$ cat src/rtl/rstctl_pkg.sv
package rstctl_pkg;

    localparam int ADDR_W = 16;
    typedef logic [ADDR_W-1:0] addr_t;

    // Forbidden opcode-fetch windows: I/O page and two unimplemented holes
    localparam int NUM_HOLES = 3;

    localparam addr_t SVC_ADDR = 16'h3FF0;

    // Cause flag positions
    localparam int FLG_FETCH = 0;
    localparam int FLG_STOP  = 1;
    localparam int FLG_WDOG  = 2;
    localparam int FLG_LOWV  = 3;
    localparam int NUM_FLG   = 4;
    typedef logic [NUM_FLG-1:0] flags_t;

    function automatic addr_t hole_lo(input int idx);
        case (idx)
            0:       return 16'h0000;
            1:       return 16'h01C0;
            default: return 16'h0340;
        endcase
    endfunction

    function automatic addr_t hole_hi(input int idx);
        case (idx)
            0:       return 16'h003F;
            1:       return 16'h023F;
            default: return 16'h0CFF;
        endcase
    endfunction

endpackage

$ cat src/rtl/rstctl_fetch_chk.sv
module rstctl_fetch_chk
    import rstctl_pkg::*;
(
    input  logic              fetch_valid,
    input  logic [ADDR_W-1:0] fetch_addr,
    output logic              bad_fetch
);

    logic [NUM_HOLES-1:0] hit;

    for (genvar g = 0; g < NUM_HOLES; g++) begin : g_hole
        localparam addr_t LO = hole_lo(g);
        localparam addr_t HI = hole_hi(g);
        if (LO == '0) begin : g_base
            // window starts at zero: only the upper bound matters
            assign hit[g] = (fetch_addr <= HI);
        end else begin : g_mid
            assign hit[g] = (fetch_addr >= LO) && (fetch_addr <= HI);
        end
    end

    assign bad_fetch = fetch_valid && (|hit);

endmodule

$ cat src/rtl/rstctl_wdog.sv
module rstctl_wdog #(
    parameter int CNT_W = 16
) (
    input  logic             clk,
    input  logic             rst_n,
    input  logic             hold,
    input  logic             kick,
    output logic             expire,
    output logic [CNT_W-1:0] count
);

    typedef struct packed {
        logic [CNT_W-1:0] cnt;
    } wd_state_t;

    wd_state_t st_d, st_q;

    always_comb begin
        st_d = st_q;
        if (hold || kick) begin
            st_d.cnt = '0;
        end else begin
            st_d.cnt = st_q.cnt + CNT_W'(1);
        end
    end

    always_ff @(posedge clk or negedge rst_n) begin
        if (!rst_n) begin
            st_q <= '0;
        end else begin
            st_q <= st_d;
        end
    end

    assign expire = !hold && (st_q.cnt == '1);
    assign count  = st_q.cnt;

endmodule

$ cat src/rtl/rstctl_lowv.sv
module rstctl_lowv #(
    parameter int DLY = 4096
) (
    input  logic clk,
    input  logic rst_n,
    input  logic lv_below,
    output logic active
);

    localparam int DLY_W = $clog2(DLY + 1);
    localparam logic [DLY_W-1:0] LAST = DLY_W'(DLY - 1);

    typedef struct packed {
        logic             hold;
        logic [DLY_W-1:0] dly;
    } lv_state_t;

    lv_state_t st_d, st_q;

    always_comb begin
        st_d = st_q;
        if (lv_below) begin
            st_d.hold = 1'b1;
            st_d.dly  = '0;
        end else if (st_q.hold) begin
            if (st_q.dly == LAST) begin
                st_d.hold = 1'b0;
                st_d.dly  = '0;
            end else begin
                st_d.dly = st_q.dly + DLY_W'(1);
            end
        end
    end

    // power-up behaves like a supply that has just risen
    always_ff @(posedge clk or negedge rst_n) begin
        if (!rst_n) begin
            st_q.hold <= 1'b1;
            st_q.dly  <= '0;
        end else begin
            st_q <= st_d;
        end
    end

    assign active = st_q.hold;

endmodule

$ cat src/rtl/rstctl_top.sv
module rstctl_top
    import rstctl_pkg::*;
#(
    parameter int                WDOG_W      = 16,
    parameter int                POR_DLY     = 4096,
    parameter int                PULSE_MIN   = 4,
    parameter int                DATA_W      = 8,
    parameter logic [DATA_W-1:0] USER_VEC_HI = 8'hFF
) (
    input  logic              clk,
    input  logic              rst_n,
    input  logic              fetch_valid,
    input  logic [ADDR_W-1:0] fetch_addr,
    input  logic              stop_exec,
    input  logic              stop_disable,
    input  logic              bus_wr,
    input  logic              bus_rd,
    input  logic [ADDR_W-1:0] bus_addr,
    input  logic [DATA_W-1:0] bus_wdata,
    output logic [DATA_W-1:0] bus_rdata,
    input  logic              lv_below,
    input  logic              stat_rd,
    output logic              rst_pull_en,
    output logic [NUM_FLG-1:0] stat_flags
);

    localparam int ST_W = $clog2(PULSE_MIN + 1);

    typedef struct packed {
        logic [ST_W-1:0] stretch;
        flags_t          flg;
    } top_state_t;

    top_state_t st_d, st_q;

    logic              bad_fetch;
    logic              stop_trap;
    logic              wd_expire;
    logic              wd_kick;
    logic [WDOG_W-1:0] wd_cnt;
    logic              lv_active;
    logic              trig;
    logic              svc_hit;
    logic              unused_wdata_hi;
    flags_t            set_vec;

    rstctl_fetch_chk u_fetch (
        .fetch_valid (fetch_valid),
        .fetch_addr  (fetch_addr),
        .bad_fetch   (bad_fetch)
    );

    rstctl_wdog #(.CNT_W(WDOG_W)) u_wdog (
        .clk    (clk),
        .rst_n  (rst_n),
        .hold   (rst_pull_en),
        .kick   (wd_kick),
        .expire (wd_expire),
        .count  (wd_cnt)
    );

    rstctl_lowv #(.DLY(POR_DLY)) u_lowv (
        .clk      (clk),
        .rst_n    (rst_n),
        .lv_below (lv_below),
        .active   (lv_active)
    );

    assign svc_hit         = (bus_addr == SVC_ADDR);
    assign wd_kick         = bus_wr && svc_hit && !bus_wdata[0];
    assign unused_wdata_hi = ^bus_wdata[DATA_W-1:1];
    assign bus_rdata       = (bus_rd && svc_hit) ? USER_VEC_HI : '0;
    assign stop_trap       = stop_exec && stop_disable;
    assign trig            = bad_fetch || stop_trap || wd_expire;

    always_comb begin
        set_vec            = '0;
        set_vec[FLG_FETCH] = bad_fetch;
        set_vec[FLG_STOP]  = stop_trap;
        set_vec[FLG_WDOG]  = wd_expire;
        set_vec[FLG_LOWV]  = lv_below;

        st_d = st_q;
        if (trig) begin
            st_d.stretch = ST_W'(PULSE_MIN);
        end else if (st_q.stretch != '0) begin
            st_d.stretch = st_q.stretch - ST_W'(1);
        end
        // a cause in the clearing cycle is kept
        st_d.flg = (stat_rd ? '0 : st_q.flg) | set_vec;
    end

    always_ff @(posedge clk or negedge rst_n) begin
        if (!rst_n) begin
            st_q <= '0;
        end else begin
            st_q <= st_d;
        end
    end

    assign rst_pull_en = (st_q.stretch != '0) || lv_active;
    assign stat_flags  = st_q.flg;

endmodule

$ cat config.mk
export PLATFORM = sky130hd
export DESIGN_NAME = rstctl_top
export DESIGN_NICKNAME = d
export VERILOG_FILES = /design/src/rtl/rstctl_pkg.sv /design/src/rtl/rstctl_fetch_chk.sv /design/src/rtl/rstctl_wdog.sv /design/src/rtl/rstctl_lowv.sv /design/src/rtl/rstctl_top.sv
export SDC_FILE = /design/constraint.sdc
export NUM_CORES = 1
export LEC_CHECK = 0
export CORE_AREA = 2 2 71 73
export DETAILED_ROUTE_END_ITERATION = 6
export DIE_AREA = 0 0 73 75
export GPL_TIMING_DRIVEN = 1
export MAX_ROUTING_LAYER = met4
export PLACE_DENSITY = 0.78
export SYNTH_ARGS = -nofsm -noshare
export SYNTH_HDL_FRONTEND = slang
export SYNTH_SLANG_ARGS = --single-unit
$ cat constraint.sdc
create_clock -name clk -period 2.3 [get_ports clk]
set_input_delay 0.345 -clock clk [delete_from_list [all_inputs] [get_ports clk]]
set_output_delay 0.345 -clock clk [all_outputs]
set_load 0.02 [all_outputs]
## Word-level counts from Yosys, hierarchy flattened

Cells that the tools add are included.

- Bits of input ports: 49
- ROM bits: 0
- Logic and storage cells: 44
- Bits in latches: 0
- Flip-flop bits (word level): 37
- Memory bits (writable): 0
- Memories: 0

- $add $sub $neg: 3
- Shifts and indexed selects: 0
- Bitwise gates (word level): 1
- Eq/ne operators: 3
- Multipliers: 0
- Divide/modulo/power cells: 0
- Reductions and logical operators: 18
- Order comparisons: 5
- Muxes and demuxes: 9

Operator list:

| cell | count |
|---|---|
| 14-bit two-way mux | 2 |
| 16-bit by 1-bit adder with 16-bit output (second input constant) | 1 |
| 16-bit by 14-bit equality test with 1-bit output (second input constant) | 1 |
| 16-bit equality test (second input constant) | 1 |
| 16-bit by 10-bit greater-or-equal comparator with 1-bit output (second input constant) | 1 |
| 16-bit by 9-bit greater-or-equal comparator with 1-bit output (second input constant) | 1 |
| 16-bit by 10-bit less-or-equal comparator with 1-bit output (second input constant) | 1 |
| 16-bit by 12-bit less-or-equal comparator with 1-bit output (second input constant) | 1 |
| 16-bit by 6-bit less-or-equal comparator with 1-bit output (second input constant) | 1 |
| 16-bit two-way mux | 1 |
| 13-bit by 1-bit adder with 13-bit output (second input constant) | 1 |
| 13-bit by 12-bit equality test with 1-bit output (second input constant) | 1 |
| 13-bit two-way mux | 1 |
| 1-bit logical AND | 8 |
| 8-bit two-way mux | 1 |
| 3-bit two-way mux | 2 |
| 1-bit logical OR | 4 |
| 4-bit two-way mux | 1 |
| 4-bit OR | 1 |
| 2-bit nonzero test | 2 |
| 3-bit nonzero test | 1 |
| 3-bit OR reduction | 1 |
| 3-bit by 1-bit subtractor with 3-bit output (second input constant) | 1 |
| 1-bit logical NOT | 2 |
| 1-bit two-way mux | 1 |

## Logic depth before layout (Yosys ltp)

Gate-level depths: netlist of run 1.

- Word-level depth: 7
- Mapped depth: 7
- Gate-level depth less buffers: 6

## By module

Synthesis of run 1 repeated with hierarchy kept, for this count alone.

- Cells, all modules: 209
- Area, all modules: 2070.7 µm²

By module, submodules not included:

| module | cells an instance | times used | area an instance (µm²) | sequential area each (µm²) |
|---|---|---|---|---|
| rstctl_wdog | 81 | 1 | 819.5 | 400.4 |
| rstctl_lowv | 74 | 1 | 728.2 | 351.6 |
| rstctl_top | 47 | 1 | 469.2 | 175.2 |
| rstctl_fetch_chk | 7 | 1 | 53.8 | 0.0 |

## Worst setup path before layout of run 1

Ideal clock, no wire load.

- Path kind: input -> output
- From: input bus_addr[1]
- To: output bus_rdata[1]
- Buffers on the path: 1
- Required time: 1.955 ns
- Stages on the path: 4
- Data arrival time: 1.752 ns
- Setup slack: 0.203 ns
- Cell sequence: or4b_1 nor4_1 and2_1 buf_4

- Word-level cells in the longest chain between the ends: 3

Ends and longest elaborated chain:

| element | line | RTL |
|---|---|---|
| start, declared | rstctl_top.sv:18 | `input logic [ADDR_W-1:0] bus_addr,` |
| 16-bit by 14-bit equality test with 1-bit output | rstctl_top.sv:69 | `assign svc_hit = (bus_addr == SVC_ADDR);` |
| 1-bit logical AND | rstctl_top.sv:72 | `assign bus_rdata = (bus_rd && svc_hit) ? USER_VEC_HI : '0;` |
| 8-bit two-way mux | rstctl_top.sv:72 |  |
| end, declared | rstctl_top.sv:20 | `output logic [DATA_W-1:0] bus_rdata,` |

No other way between the ends.

## Final worst setup path of run 1

- From: input bus_addr[5]
- To: output bus_rdata[4]

Same word-level chain as after synthesis.

==> results.toml, run 1 <==
[run_status]
status = "finished clean"

[worst_setup_path]
r2r-start = "u_lowv.st_q[0]"
crit_arrival_ps = 1900
cpPeakStageDelay_ps = 470
regToRegSetupSlack_ps = 440
path_max_fanout = 8
crit_end = "bus_rdata[4]"
crit_chain = "clkdlybuf4s50_1 -> or4b_4 -> nor4_4 -> and2_4 -> buf_6"
critPathLaunchType = "primary input"
cp_slowest_cell = "or4b_4"
startpoint = "bus_addr[5]"
critPathKind = "primary input to output port"
reg2regPathDepth = 5
cp-end-kind = "output port"
critPathRequiredTime_ps = 1960
r2r-end = "u_lowv.st_q[3]"

[timing]
slew_headroom_pct = 65.2
finalSetupViolCount = 0
timing.final.ws_setup_ps = 59.7
fin_crit_ps = 2240
final_max_slew_viol_count = 0
hold_ws_ps = 84.5
fin_crit_sh_pct = 97.4
worst_slew_pin_slew_ps = 517
finClkSkew_ps = 9.73
finalHoldViolCount = 0
fmax_mhz = 446

[placement]
port-buffer-count = 48
hpwl_mm = 3.31
pre_cts_slack_ps = -673
routabilityCongestion = 0.826

[power]
switchingPower_w = 0.000358
p_leak_nw = 1.11
pwr-share-comb_pct = 16.6
intPower_w = 0.00115
vdd_ir_drop_max_uv = 304
power_frac_clock_pct = 36.5
p_per_area_nw_per_um2 = 555
switching_share_pct = 23.7
pwr-share-seq_pct = 46.9

[synth]
seq_area_frac_synth_pct = 44.9
synth_nets = 275
synth_top_area_cell = "dfrtp_1"
synth.most_common_cell = "dfrtp_1"
synth_cells = 222
synth-edff-count = 0
ys_warn_count = 0
synthArstFlopShare_pct = 100
synth_top_family_by_area = "simple AND/OR/NAND/NOR gates"
synth_compound_area_share_pct = 9.02
ys_types = 48
synthXorXnorAreaFrac_pct = 7.21
synth_commonest_cells = "dfrtp_1, nor2_1, inv_1, xnor2_1, nand2_1"
synth-main-ff-cell = "dfrtp_1"
synth.area.mux_share_pct = 0.969
synthSimpleGateAreaFrac_pct = 26.8
ys_seq_elements = 37
synthTopCellsByArea = "dfrtp_1, xnor2_1, nor2_1, buf_4, nand4_1"
synth_top_area_share_pct = 43.6
synth_fa_ha_area_share_pct = 2.91
synth_area_per_cell_um2 = 9.31
syn_area_um2 = 2070

[floorplanning]
start_util_pct = 44.3
rows = 25
pin_count = 62
die_y_um = 75
fp.dieW_um = 73
dieArea_um2 = 5480
core_area_um2 = 4660

[route]
firstDrtPassIters = 4
drtIter0Drc = 94
vias_per_cell = 5.26
ant_nets = 0
routedWlPerCell_um = 13.3
drcViolationCount = 0
finalWirelength_mm = 4.36
vias = 1720

[global_route]
antenna_found_initial = 0
grt_overflow_total = 0
track_usage_pct = 17.1
grt_pass1_vias = 1638
grt_pass1_wl_mm = 7.05
grt_max_degree = 38

[cts]
h-tree-depth = 2
clk_latency_ps = 290
cts-buffers-inserted = 5
cts_tree = "yes"
cts_buffer_depth = 2
hold_buffers = 0
root_buffer = "clkbuf_8"
cts.reportedPaths.clkPinSlew_ps = 80
clock_sinks = 37

[layout]
nets = 325
drive_gt1_share_pct = 14.7
diodes = 0
synthToLayoutAreaGrowth_pct = 31.7
fillers = 418

[flow_run]
maxCapViolCount = 0

[hold_path]
hold_path_class = "primary input to async pin"
-- placed cells by master, fill, tap and decap left out, drive strengths merged, types with 3 or more instances in the layout --
cell type / instances
dfrtp: 36
clkdlybuf4s50: 35
nor2: 32
buf: 17
inv: 16
xnor2: 14
nand2: 13
nand3: 11
o21ai: 11
nand4: 11
clkbuf: 7
nor3: 6
nor4: 6
ha: 4
dlygate4sd2: 4
xor2: 3
or2: 3
o31ai: 3
and2: 3
a31o: 3
-- timing repair --
item | in CTS | in global routing
buffers inserted | 1 | 0
resized for setup | 55 | 3
setup endpoints to repair | 8 | 8
pin swaps | 4 | 2
-- worst min path at each step --
stage	to	slack, ps	startpoint
after floorplan	st_q[4]	50	rst_n
after global placement	u_wdog.count[3]	420	rst_n
after detailed placement	u_lowv.st_q[6]	420	rst_n
after CTS	u_lowv.st_q[5]	100	rst_n
after global routing	u_lowv.st_q[6]	120	rst_n
final	u_lowv.st_q[5]	80	rst_n
-- power groups by stage --
stage / clock network (W) / registers, W / logic (W)
after floorplan: 0 / 0.000715 / 0.000141
after global routing: 0.000594 / 0.000712 / 0.000282
after CTS: 0.000568 / 0.000707 / 0.000251
after detailed placement: 0 / 0.000719 / 0.000252
final: 0.000552 / 0.000708 / 0.000251
after global placement: 0 / 0.000718 / 0.000245
-- per-stage QoR --
step | area (µm²) | TNS (ps) | utilization, % | std cells | total power [W]
global placement | 2570 | -4380 | 55.2 | 318 | 0.000964
detailed placement | 2570 | -5590 | 55.2 | 318 | 0.000971
finish | 2720 | 0 | 58.4 | 327 | 0.00151
global route | 2720 | -14.5 | 58.4 | 327 | 0.00159
CTS | 2710 | 0 | 58.0 | 327 | 0.00153
floorplan | 2070 | 0 | - | 222 | 0.000856
-- kinds of logic after synthesis --
kind of cell,Yosys count
buf+inv,30
xor+xnor,17
compound gates,28
flops,37
simple gates,103
mux,2
fa+ha+maj,5
-- area by class of cell --
class | instances | area, µm² | area share, %
clock inverters | 2 | 38.8 | 1.43
well taps | 54 | 67.6 | 2.48
multi-input cells | 155 | 995 | 36.6
inverters | 16 | 60.1 | 2.21
flip-flops and latches | 37 | 927 | 34.1
clock buffers | 6 | 72.6 | 2.67
repair buffers | 57 | 561 | 20.6
-- metal layers --
layer	share of wire [%]	global-route usage, %	wire length [µm]
met1	46	21.4	1990
met2	51	27.3	2220
met4	0.89	3.91	39
met3	2.6	5.35	112
met5	0	-	0
-- flip-flops by register name, summed over array words and instances (netlist names) --
register / count
u_wdog.count: 16
u_lowv.st_q: 13
stat_flags: 4
st_q: 3
u_lowv.active: 1
-- worst max-delay path: cells and delay by family --
| family | cells | cell delay, ps |
|---|---|---|
| buffers and inverters | 2 | 580 |
| AND/OR/NAND/NOR | 3 | 970 |
(Power assumes the default switching activity.)
==> run 2: changes to the inputs <==
- CORE_AREA: 2 2 71 73 -> 2 2 74 76
- DIE_AREA: 0 0 73 75 -> 0 0 76 78
- PLACE_DENSITY: 0.78 -> 0.75
- clock period: 2.3 -> 2 ns (I/O delays scaled with it)
==> results.toml, run 2 (synthesis gave the netlist of run 1 again) <==
[cts]
clk_latency_ps = 290
cts_tree = "yes"
root_buffer = "clkbuf_8"
hold_buffers = 0
cts_buffer_depth = 2
clock_sinks = 37
cts.reportedPaths.clkPinSlew_ps = 70
cts-buffers-inserted = 5
h-tree-depth = 2

[run_status]
status = "finished clean"

[global_route]
grt_pass1_wl_mm = 7.74
grt_overflow_total = 0
track_usage_pct = 16.7
grt_max_degree = 38
antenna_found_initial = 0
grt_pass1_vias = 1738

[placement]
dpl.cell_count = 335
routabilityCongestion = 0.820
hpwl_mm = 3.36
port-buffer-count = 48

[route]
drtIter0Drc = 83
drcViolationCount = 0
finalWirelength_mm = 4.55
vias_per_cell = 5.06
ant_nets = 0
routedWlPerCell_um = 13.2
vias = 1746
firstDrtPassIters = 4

[layout]
nets = 327
final-seq-area_um2 = 927
multi_input_area_um2 = 997
diodes = 0
drive_gt1_share_pct = 17.8
fin_util_pct = 54.9
layout_common_cells = "dfrtp_1, nor2_1, clkdlybuf4s50_1"
mostFrequentLayoutCell = "dfrtp_1"
largest_reg_flops = 16
fillers = 445
synthToLayoutAreaGrowth_pct = 34.0
final_cells = 345

[floorplanning]
dieArea_um2 = 5930
start_util_pct = 41.0
die_y_um = 78
pin_count = 62
fp.dieW_um = 76
rows = 26
core_area_um2 = 5040

[timing]
finalHoldViolCount = 0
slew_headroom_pct = 47.6
fmax_mhz = 517
fin_crit_ps = 1930
finalSetupViolCount = 0
finClkSkew_ps = 6.84
final_max_slew_viol_count = 0
worst_slew_pin_slew_ps = 786
rsz0062_at_grt = "no"
fin_crit_sh_pct = 96.6
tns_ps = 0

[power]
power_w = 0.00186
p_per_area_nw_per_um2 = 670
p_leak_nw = 1.17
vdd_ir_drop_max_uv = 429

[worst_setup_path]
startpoint = "bus_addr[2]"
r2r-start = "u_wdog.count[0]"
path_max_fanout = 8
crit_arrival_ps = 1630
critPathLaunchType = "primary input"
critPathKind = "primary input to output port"
critPathRequiredTime_ps = 1700
cp_slowest_cell = "or4bb_4"
cp-end-kind = "output port"
cpPeakStageDelay_ps = 520
crit_chain = "clkdlybuf4s15_1 -> or4bb_4 -> nor4_4 -> and2_4 -> buf_6"

[flow_run]
maxCapViolCount = 0

[hold_path]
hold_path_class = "primary input to async pin"
run 2: path summary, 6_finish.rpt:
| path | end | cells after the start | slack, ps |
|---|---|---|---|
| setup / recovery | bus_rdata[0] | 5 | 70 |
| hold / removal | u_lowv.st_q[2] | 1 | 90 |
| setup reg to reg | stat_flags[2] | 6 | 170 |
| hold reg to reg | u_wdog.count[0] | 1 | 490 |
| max in group asynchronous | u_lowv.st_q[0] | 1 | 1410 |
| min in group clk | u_wdog.count[0] | 1 | 490 |
run 2: where the power goes:
part	switching [W]	internal, W
clock	0.000256	0.000495
combinational	0.000128	0.000162
sequential	0.0000264	0.000788
total	0.000411	0.00144
run 2: routing by layer:
| layer | vias to the layer above | wire, µm | track usage [%] |
|---|---|---|---|
| li1 | 872 | - | - |
| met1 | 831 | 1990 | 20.1 |
| met2 | 31 | 2310 | 27.0 |
| met3 | 12 | 143 | 3.49 |
| met4 | 0 | 102 | 8.00 |
| met5 | - | 0 | - |
run 2: critical path, delay by kind of cell:
kind                   cells  cell delay [ps]
buffers and inverters      2              310
AND/OR/NAND/NOR            3             1010
run 2: per-stage QoR:
| stage | area, µm² | worst slack, ps | hold slack (ps) |
|---|---|---|---|
| 4_1_cts | 2780 | 7.56 | 124 |
| 3_5_place_dp | 2600 | -796 | 444 |
| 6_report | 2770 | 67.1 | 92.7 |
| 5_1_grt | 2770 | 7.03 | 162 |
| 3_3_place_gp | 2600 | -719 | 439 |
| 2_1_floorplan | 2070 | 112 | 4.41 |
run 2: repair_timing:
item,in CTS,in global routing
buffers inserted,2,0
endpoints found under the setup margin,9,9
resized for setup,66,13
pin swaps,4,5
run 2: layout make-up:
| type | instances | share of cell area [%] |
|---|---|---|
| Tap cell | 70 | 3.16 |
| Multi-Input combinational cell | 155 | 36.0 |
| Clock buffer | 5 | 2.49 |
| Inverter | 16 | 2.17 |
| Clock inverter | 3 | 2.35 |
| Sequential cell | 37 | 33.5 |
| Timing Repair Buffer | 59 | 20.3 |
